[src/rtl/wdg_pkg.sv]
package wdg_pkg;
   localparam int          SEL_W       = 4;
   localparam int          NUM_TIMED   = 8;
   localparam logic [3:0]  SEL_NOW     = 4'd8;
   localparam logic [3:0]  SEL_POR     = 4'd1;
   localparam logic [7:0]  CTRL_POR    = 8'h10;
endpackage

[src/rtl/wdg_unlock.sv]
module wdg_unlock (
   input  logic clk,
   input  logic rst_n,
   input  logic stb,
   input  logic unlock_set,
   input  logic wr_req,
   input  logic clr,
   output logic armed,
   output logic wr_ok
);
   // a write counts only on the strobe right after the arming strobe
   assign wr_ok = stb & armed & wr_req & ~unlock_set;

   always_ff @(posedge clk or negedge rst_n) begin
      if (!rst_n)       armed <= 1'b0;
      else if (clr)     armed <= 1'b0;
      else if (stb)     armed <= unlock_set;
   end
endmodule

[src/rtl/wdg_counter.sv]
module wdg_counter #(
   parameter int BASE_LOG2 = 9
) (
   input  logic                       clk,
   input  logic                       rst_n,
   input  logic                       run,
   input  logic [wdg_pkg::SEL_W-1:0]  tsel,
   input  logic                       tick,
   input  logic                       clr,
   output logic                       expire
);
   import wdg_pkg::*;

   localparam int CW = BASE_LOG2 + NUM_TIMED;

   logic [CW-1:0] cnt;
   logic [CW-1:0] last;
   logic          timed;
   logic          immediate;

   assign timed     = run & (tsel < SEL_NOW);
   assign immediate = run & (tsel == SEL_NOW);
   assign last      = (CW'(1) << (BASE_LOG2 + int'(tsel))) - CW'(1);
   assign expire    = immediate | (timed & tick & (cnt == last));

   always_ff @(posedge clk or negedge rst_n) begin
      if (!rst_n)                           cnt <= '0;
      else if (clr || !timed || expire)     cnt <= '0;
      else if (tick)                        cnt <= cnt + CW'(1);
   end
endmodule

[src/rtl/wdg_pulse.sv]
module wdg_pulse #(
   parameter int LEN = 16
) (
   input  logic clk,
   input  logic rst_n,
   input  logic start,
   output logic active
);
   generate
      if (LEN == 1) begin : g_single
         always_ff @(posedge clk or negedge rst_n) begin
            if (!rst_n) active <= 1'b0;
            else        active <= start;
         end
      end else begin : g_count
         localparam int PW = $clog2(LEN + 1);
         logic [PW-1:0] left;
         always_ff @(posedge clk or negedge rst_n) begin
            if (!rst_n)              left <= '0;
            else if (start)          left <= PW'(LEN);
            else if (left != '0)     left <= left - PW'(1);
         end
         assign active = (left != '0);
      end
   endgenerate
endmodule

[src/rtl/wdg_guard.sv]
module wdg_guard #(
   parameter int BASE_LOG2 = 9,
   parameter int RST_CYC   = 16
) (
   input  logic       clk,
   input  logic       rst_n,
   input  logic       tick,
   input  logic       insn_stb,
   input  logic       unlock_set,
   input  logic       reg_wr,
   input  logic [7:0] reg_wdata,
   input  logic       psm_evt,
   output logic [7:0] reg_rdata,
   output logic       rst_req,
   output logic       irq
);
   import wdg_pkg::*;

   generate
      if (BASE_LOG2 < 1) begin : g_bad_base
         $error("wdg_guard: BASE_LOG2 must be at least 1");
      end
      if (RST_CYC < 1) begin : g_bad_len
         $error("wdg_guard: RST_CYC must be at least 1");
      end
   endgenerate

   logic [SEL_W-1:0] tsel;
   logic             irq_mode;
   logic             flag;
   logic             run;
   logic             irq_q;
   logic             armed;
   logic             wr_ok;
   logic             expire;
   logic             fire;
   logic             fire_rst;
   logic             fire_irq;
   logic             kick;
   logic             unused_key;

   assign unused_key = reg_wdata[0];
   assign kick       = wr_ok & reg_wdata[1];
   assign fire       = expire & ~wr_ok;
   assign fire_rst   = fire & ~irq_mode;
   assign fire_irq   = fire & irq_mode;

   wdg_unlock u_unlock (
      .clk        (clk),
      .rst_n      (rst_n),
      .stb        (insn_stb),
      .unlock_set (unlock_set),
      .wr_req     (reg_wr),
      .clr        (fire_rst),
      .armed      (armed),
      .wr_ok      (wr_ok)
   );

   wdg_counter #(.BASE_LOG2(BASE_LOG2)) u_count (
      .clk    (clk),
      .rst_n  (rst_n),
      .run    (run),
      .tsel   (tsel),
      .tick   (tick),
      .clr    (kick | psm_evt),
      .expire (expire)
   );

   wdg_pulse #(.LEN(RST_CYC)) u_pulse (
      .clk    (clk),
      .rst_n  (rst_n),
      .start  (fire_rst),
      .active (rst_req)
   );

   always_ff @(posedge clk or negedge rst_n) begin
      if (!rst_n) begin
         tsel     <= SEL_POR;
         irq_mode <= 1'b0;
         flag     <= 1'b0;
         run      <= 1'b0;
      end else if (fire_rst) begin
         tsel     <= SEL_POR;
         irq_mode <= 1'b0;
         flag     <= 1'b1;
         run      <= 1'b0;
      end else begin
         if (wr_ok) begin
            tsel     <= reg_wdata[7:4];
            irq_mode <= reg_wdata[3];
            run      <= reg_wdata[1];
            if (!reg_wdata[2]) flag <= 1'b0;
         end
         if (fire_irq) flag <= 1'b1;
         if (psm_evt)  run  <= 1'b0;
      end
   end

   always_ff @(posedge clk or negedge rst_n) begin
      if (!rst_n)                        irq_q <= 1'b0;
      else if (fire_irq)                 irq_q <= 1'b1;
      else if (wr_ok && !reg_wdata[2])   irq_q <= 1'b0;
   end

   assign irq       = irq_q;
   assign reg_rdata = {tsel, irq_mode, flag, run, armed};
endmodule

[config.mk]
export PLATFORM = sky130hd
export DESIGN_NAME = wdg_guard
export DESIGN_NICKNAME = d
export VERILOG_FILES = /design/src/rtl/wdg_pkg.sv /design/src/rtl/wdg_unlock.sv /design/src/rtl/wdg_counter.sv /design/src/rtl/wdg_pulse.sv /design/src/rtl/wdg_guard.sv
export SDC_FILE = /design/constraint.sdc
export NUM_CORES = 1
export LEC_CHECK = 0
export BUFFER_PORTS_ARGS = -buffer_cell sky130_fd_sc_hd__buf_2
export CAP_MARGIN = 20
export CORE_UTILIZATION = 40
export DETAILED_ROUTE_END_ITERATION = 10
export HOLD_SLACK_MARGIN = 0.15
export SYNTH_ARGS = -nofsm -noshare
export SYNTH_HDL_FRONTEND = slang
export SYNTH_SLANG_ARGS = --single-unit
export TNS_END_PERCENT = 10
[constraint.sdc]
create_clock -name clk -period 2.5 [get_ports clk]
set_clock_uncertainty 0.15 [all_clocks]
set_input_delay 0.125 -clock clk [delete_from_list [all_inputs] [get_ports clk]]
set_output_delay 0.125 -clock clk [all_outputs]
set_load 0.02 [all_outputs]
==> metrics list <==
- Row generation in the floorplan step produced 26 rows.
* Leakage: 0.984 nW
- TritonCTS built the clock tree.
- Type of element launching the critical path: flip-flop
- Setup repair after global routing missed its margin: no
* Detailed router's first-iteration violation count: 106
- Outcome: complete, no violations
- The final number of hold-violating endpoints is 0.
- Peak fanout along the critical path: 16
- Kind of end point of the critical path: flip-flop
* Root buffer cell: sky130_fd_sc_hd__clkbuf_8
- For this run, the share of the core covered by cells in the final layout is 0.487.
* Count of vias placed by the detailed router: 1813
* Antenna Nets Post-Route: 0
- Number of enable flip-flop cells after synthesis: 0
* Average instance area after synthesis: 8.96 um2
* Footprint of the multi-input gates: 1150 um2
- Floorplan die height: 75.0 um
- Cell count after placement: 323
- The number of pins exceeding their max-slew limit in the final report was 0.
- Post-synthesis cell type count: 52
- Async set or reset register ratio after synthesis: 1.00
- The floorplan step set the die width to 75.0 um.
* Worst Hold Class: in -> async
- Fraction of final layout cells with drive strength greater than 1: 0.190
* Clock insertion delay at the later pin of the skew report: 0.29 ns
* DRC viols: 0
- Critical path data arrival time: 2.31 ns
- For this block, the routed nets add up to 4.69 mm of wire.
- Final-report setup violation count: 0
* GR Util All Layers: 0.196
- The congestion estimate from routability-driven global placement came to 0.869.
- Highest achievable clock rate: 437 MHz
- Summed over all nets, the half-perimeter wirelength after detailed placement is 3.35 mm.
- Clock-pin slew was measured on the worst setup and hold paths at 0.07 ns.
- Top-level port count: 25
- Required time of the critical path: 2.52 ns
* Number of max-capacitance violations reported: 0
- The initial utilization of the core area, before any placement, comes to 0.417.
* Number of non-filler instances in the completed layout: 343
- Number of clock sinks: 31
- Tightest slew margin relative to the limit: 0.535
- CTS resizes: 0
- The number of clock buffers added by TritonCTS is 5.
- Global-route wire length before repair: 8.22 mm
* Minimum setup slack after placement: 0.235 ns
- Area overhead of the layout relative to synthesis: 16.7%
* Minimum period implied by the final worst setup slack: 2.29 ns
* Total of buffers placed on input and output ports: 23
- Cell area power density: 684 nW/um2
- Dividing the detail-routed wire length by the instance count gives 13.7 um.
* Leading register cell type out of synthesis: sky130_fd_sc_hd__dfrtp_1
- Worst supply voltage drop on vdd: 311 uV
* Synth Register Bits: 31
* Fin worst setup slack: 0.212 ns
- After the last flow step, the layout net total stands at 291.
* Vias per cell: 5.29
- In this run the standard cell core region covers 5110 um2.
* Number of antenna violations at the first check in global routing: 0
- Sequential fraction of the synthesis area: 0.364
* Vias in the first global route: 1744
- At the pin with the least slew margin, the transition time is 0.698 ns.
- The floorplan step defined a die boundary enclosing 5630 um2.
* Post-Route Setup TNS: 0 ns
- Number of instances in the synthesized netlist: 238
* Diode count: 0
* Fin crit share: 0.915
* Post-CTS Setup Bufs: 0
- Entering global routing, the biggest net connects 32 pins.
- Initial DRT Pass Iterations: 4
- After global routing the overflow that remains totals 0.
* Class of the most critical setup path: reg -> reg
- Maximum clock insertion buffer count: 2
- CTS built an H-tree with a depth of 2.
* Summed instance area of the synthesized netlist: 2130 um2
* Filler Cell Count: 500
- For this run, the number of Yosys warnings is 0.
- Area occupied by registers: 777 um2
## metrics by stage
step	power, mW	instance area [um2]	hold WS, ns
floorplan	1.08	2140	-0.321
global placement	1.17	2250	0.0744
detailed placement	1.18	2250	0.0730
CTS	1.72	2490	0.295
global route	1.81	2490	0.366
finish	1.70	2490	0.260
## critical path, cell delays in order (launching register included)
cell and delay (ns):
sky130_fd_sc_hd__dfrtp_1 0.44, sky130_fd_sc_hd__a21oi_1 0.17, sky130_fd_sc_hd__nor3b_1 0.06, sky130_fd_sc_hd__or4_1 0.54, sky130_fd_sc_hd__a2111o_1 0.36, sky130_fd_sc_hd__nor2_4 0.10, sky130_fd_sc_hd__buf_4 0.23, sky130_fd_sc_hd__o21ai_0 0.12
## area by class of cell
cell class,count,share of cell area
clock inverter,2,0.0141
inverter,7,0.0106
multi-input combinational,180,0.464
timing repair buffer,47,0.131
tap,70,0.0352
clock buffer,6,0.0332
sequential,31,0.312
## cell usage in the layout, fill, tap and decap left out, drive strengths merged, types with 3 or more instances in the layout
cell,count
xor2,9
mux2i,4
nor2,20
nand3,13
ha,4
inv,7
nand4,9
dfrtp,30
o31ai,3
xnor2,12
a21o,4
nor2b,3
nor3,22
nand2,16
buf,35
or3,3
nor4,3
o21ai,8
a31oi,3
a21oi,12
clkbuf,6
dlygate4sd3,12
## where the power goes
part           internal [mW]  total, mW  switching [mW]  leakage, nW
Clock                  0.322      0.512           0.190       0.0612
Combinational          0.237      0.534           0.297        0.518
Sequential             0.576      0.655          0.0791        0.405
## state kept, by name, indices dropped and copies added (netlist names)
name,cells
irq,1
u_unlock.armed,1
u_pulse.g_count.left,5
irq_mode,1
run,1
u_count.cnt,17
tsel,4
flag,1
## synthesized netlist by cell type, types with 2 or more instances
master,count,area [um2]
sky130_fd_sc_hd__a31oi_1,3,18.8
sky130_fd_sc_hd__o31ai_1,3,22.5
sky130_fd_sc_hd__nand4b_1,2,17.5
sky130_fd_sc_hd__o21ai_0,8,40.0
sky130_fd_sc_hd__a21o_1,4,30.0
sky130_fd_sc_hd__xnor2_1,12,105
sky130_fd_sc_hd__a21oi_2,5,43.8
sky130_fd_sc_hd__nor4_1,3,18.8
sky130_fd_sc_hd__o32ai_1,2,17.5
sky130_fd_sc_hd__a211oi_1,2,15.0
sky130_fd_sc_hd__nand3_1,13,65.1
sky130_fd_sc_hd__clkbuf_1,4,15.0
sky130_fd_sc_hd__ha_1,4,50.1
sky130_fd_sc_hd__nand3b_1,2,15.0
sky130_fd_sc_hd__nand2_1,16,60.1
sky130_fd_sc_hd__mux2i_1,4,40.0
sky130_fd_sc_hd__nor3b_1,2,15.0
sky130_fd_sc_hd__xor2_1,9,78.8
sky130_fd_sc_hd__buf_2,2,10.0
sky130_fd_sc_hd__nor2b_1,3,18.8
sky130_fd_sc_hd__nand4_1,9,56.3
sky130_fd_sc_hd__buf_6,9,101
sky130_fd_sc_hd__nor3_1,22,110
sky130_fd_sc_hd__dfrtp_1,30,751
sky130_fd_sc_hd__inv_1,7,26.3
sky130_fd_sc_hd__buf_4,5,37.5
sky130_fd_sc_hd__nor2_1,19,71.3
sky130_fd_sc_hd__a21oi_1,7,35.0
sky130_fd_sc_hd__or4_1,2,15.0
sky130_fd_sc_hd__or3_1,3,18.8
## cells by family after synthesis
kind of cell / share of synthesized area
AO/OA/AOI/OAI: 0.149
XOR/XNOR: 0.0863
adder cells (fa/ha/maj): 0.0235
buffers and inverters: 0.0957
flip-flops: 0.364
multiplexers: 0.0188
other: 0.00176
AND/OR/NAND/NOR: 0.261
## metal layers
metal / share of wire / global-route usage / vias up
li1: - / - / 923
met1: 0.50 / 0.276 / 853
met2: 0.45 / 0.303 / 35
met3: 0.047 / 0.0375 / 2
met4: 0.0064 / 0.0629 / 0
met5: 0 / 0 / -
## final timing paths
kind                                                end  startpoint  cells after the start  slack (ns)
worst max-delay path            u_pulse.g_count.left[2]     tsel[1]                      7        0.21
worst min-delay path                                irq       rst_n                      2        0.26
worst max register to register  u_pulse.g_count.left[2]     tsel[1]                      7        0.21
worst min register to register                     flag        flag                      2        0.43
max in group asynchronous                u_count.cnt[2]       rst_n                      2        1.47
min in group clk                                tsel[3]      reg_wr                      4        0.31
## what timing repair did
| action | in CTS | in global routing |
|---|---|---|
| endpoints found under the hold margin | 41 | 0 |
| hold buffers | 12 | 0 |
| endpoints found under the setup margin | 0 | 0 |
(Power assumes the default switching activity.)
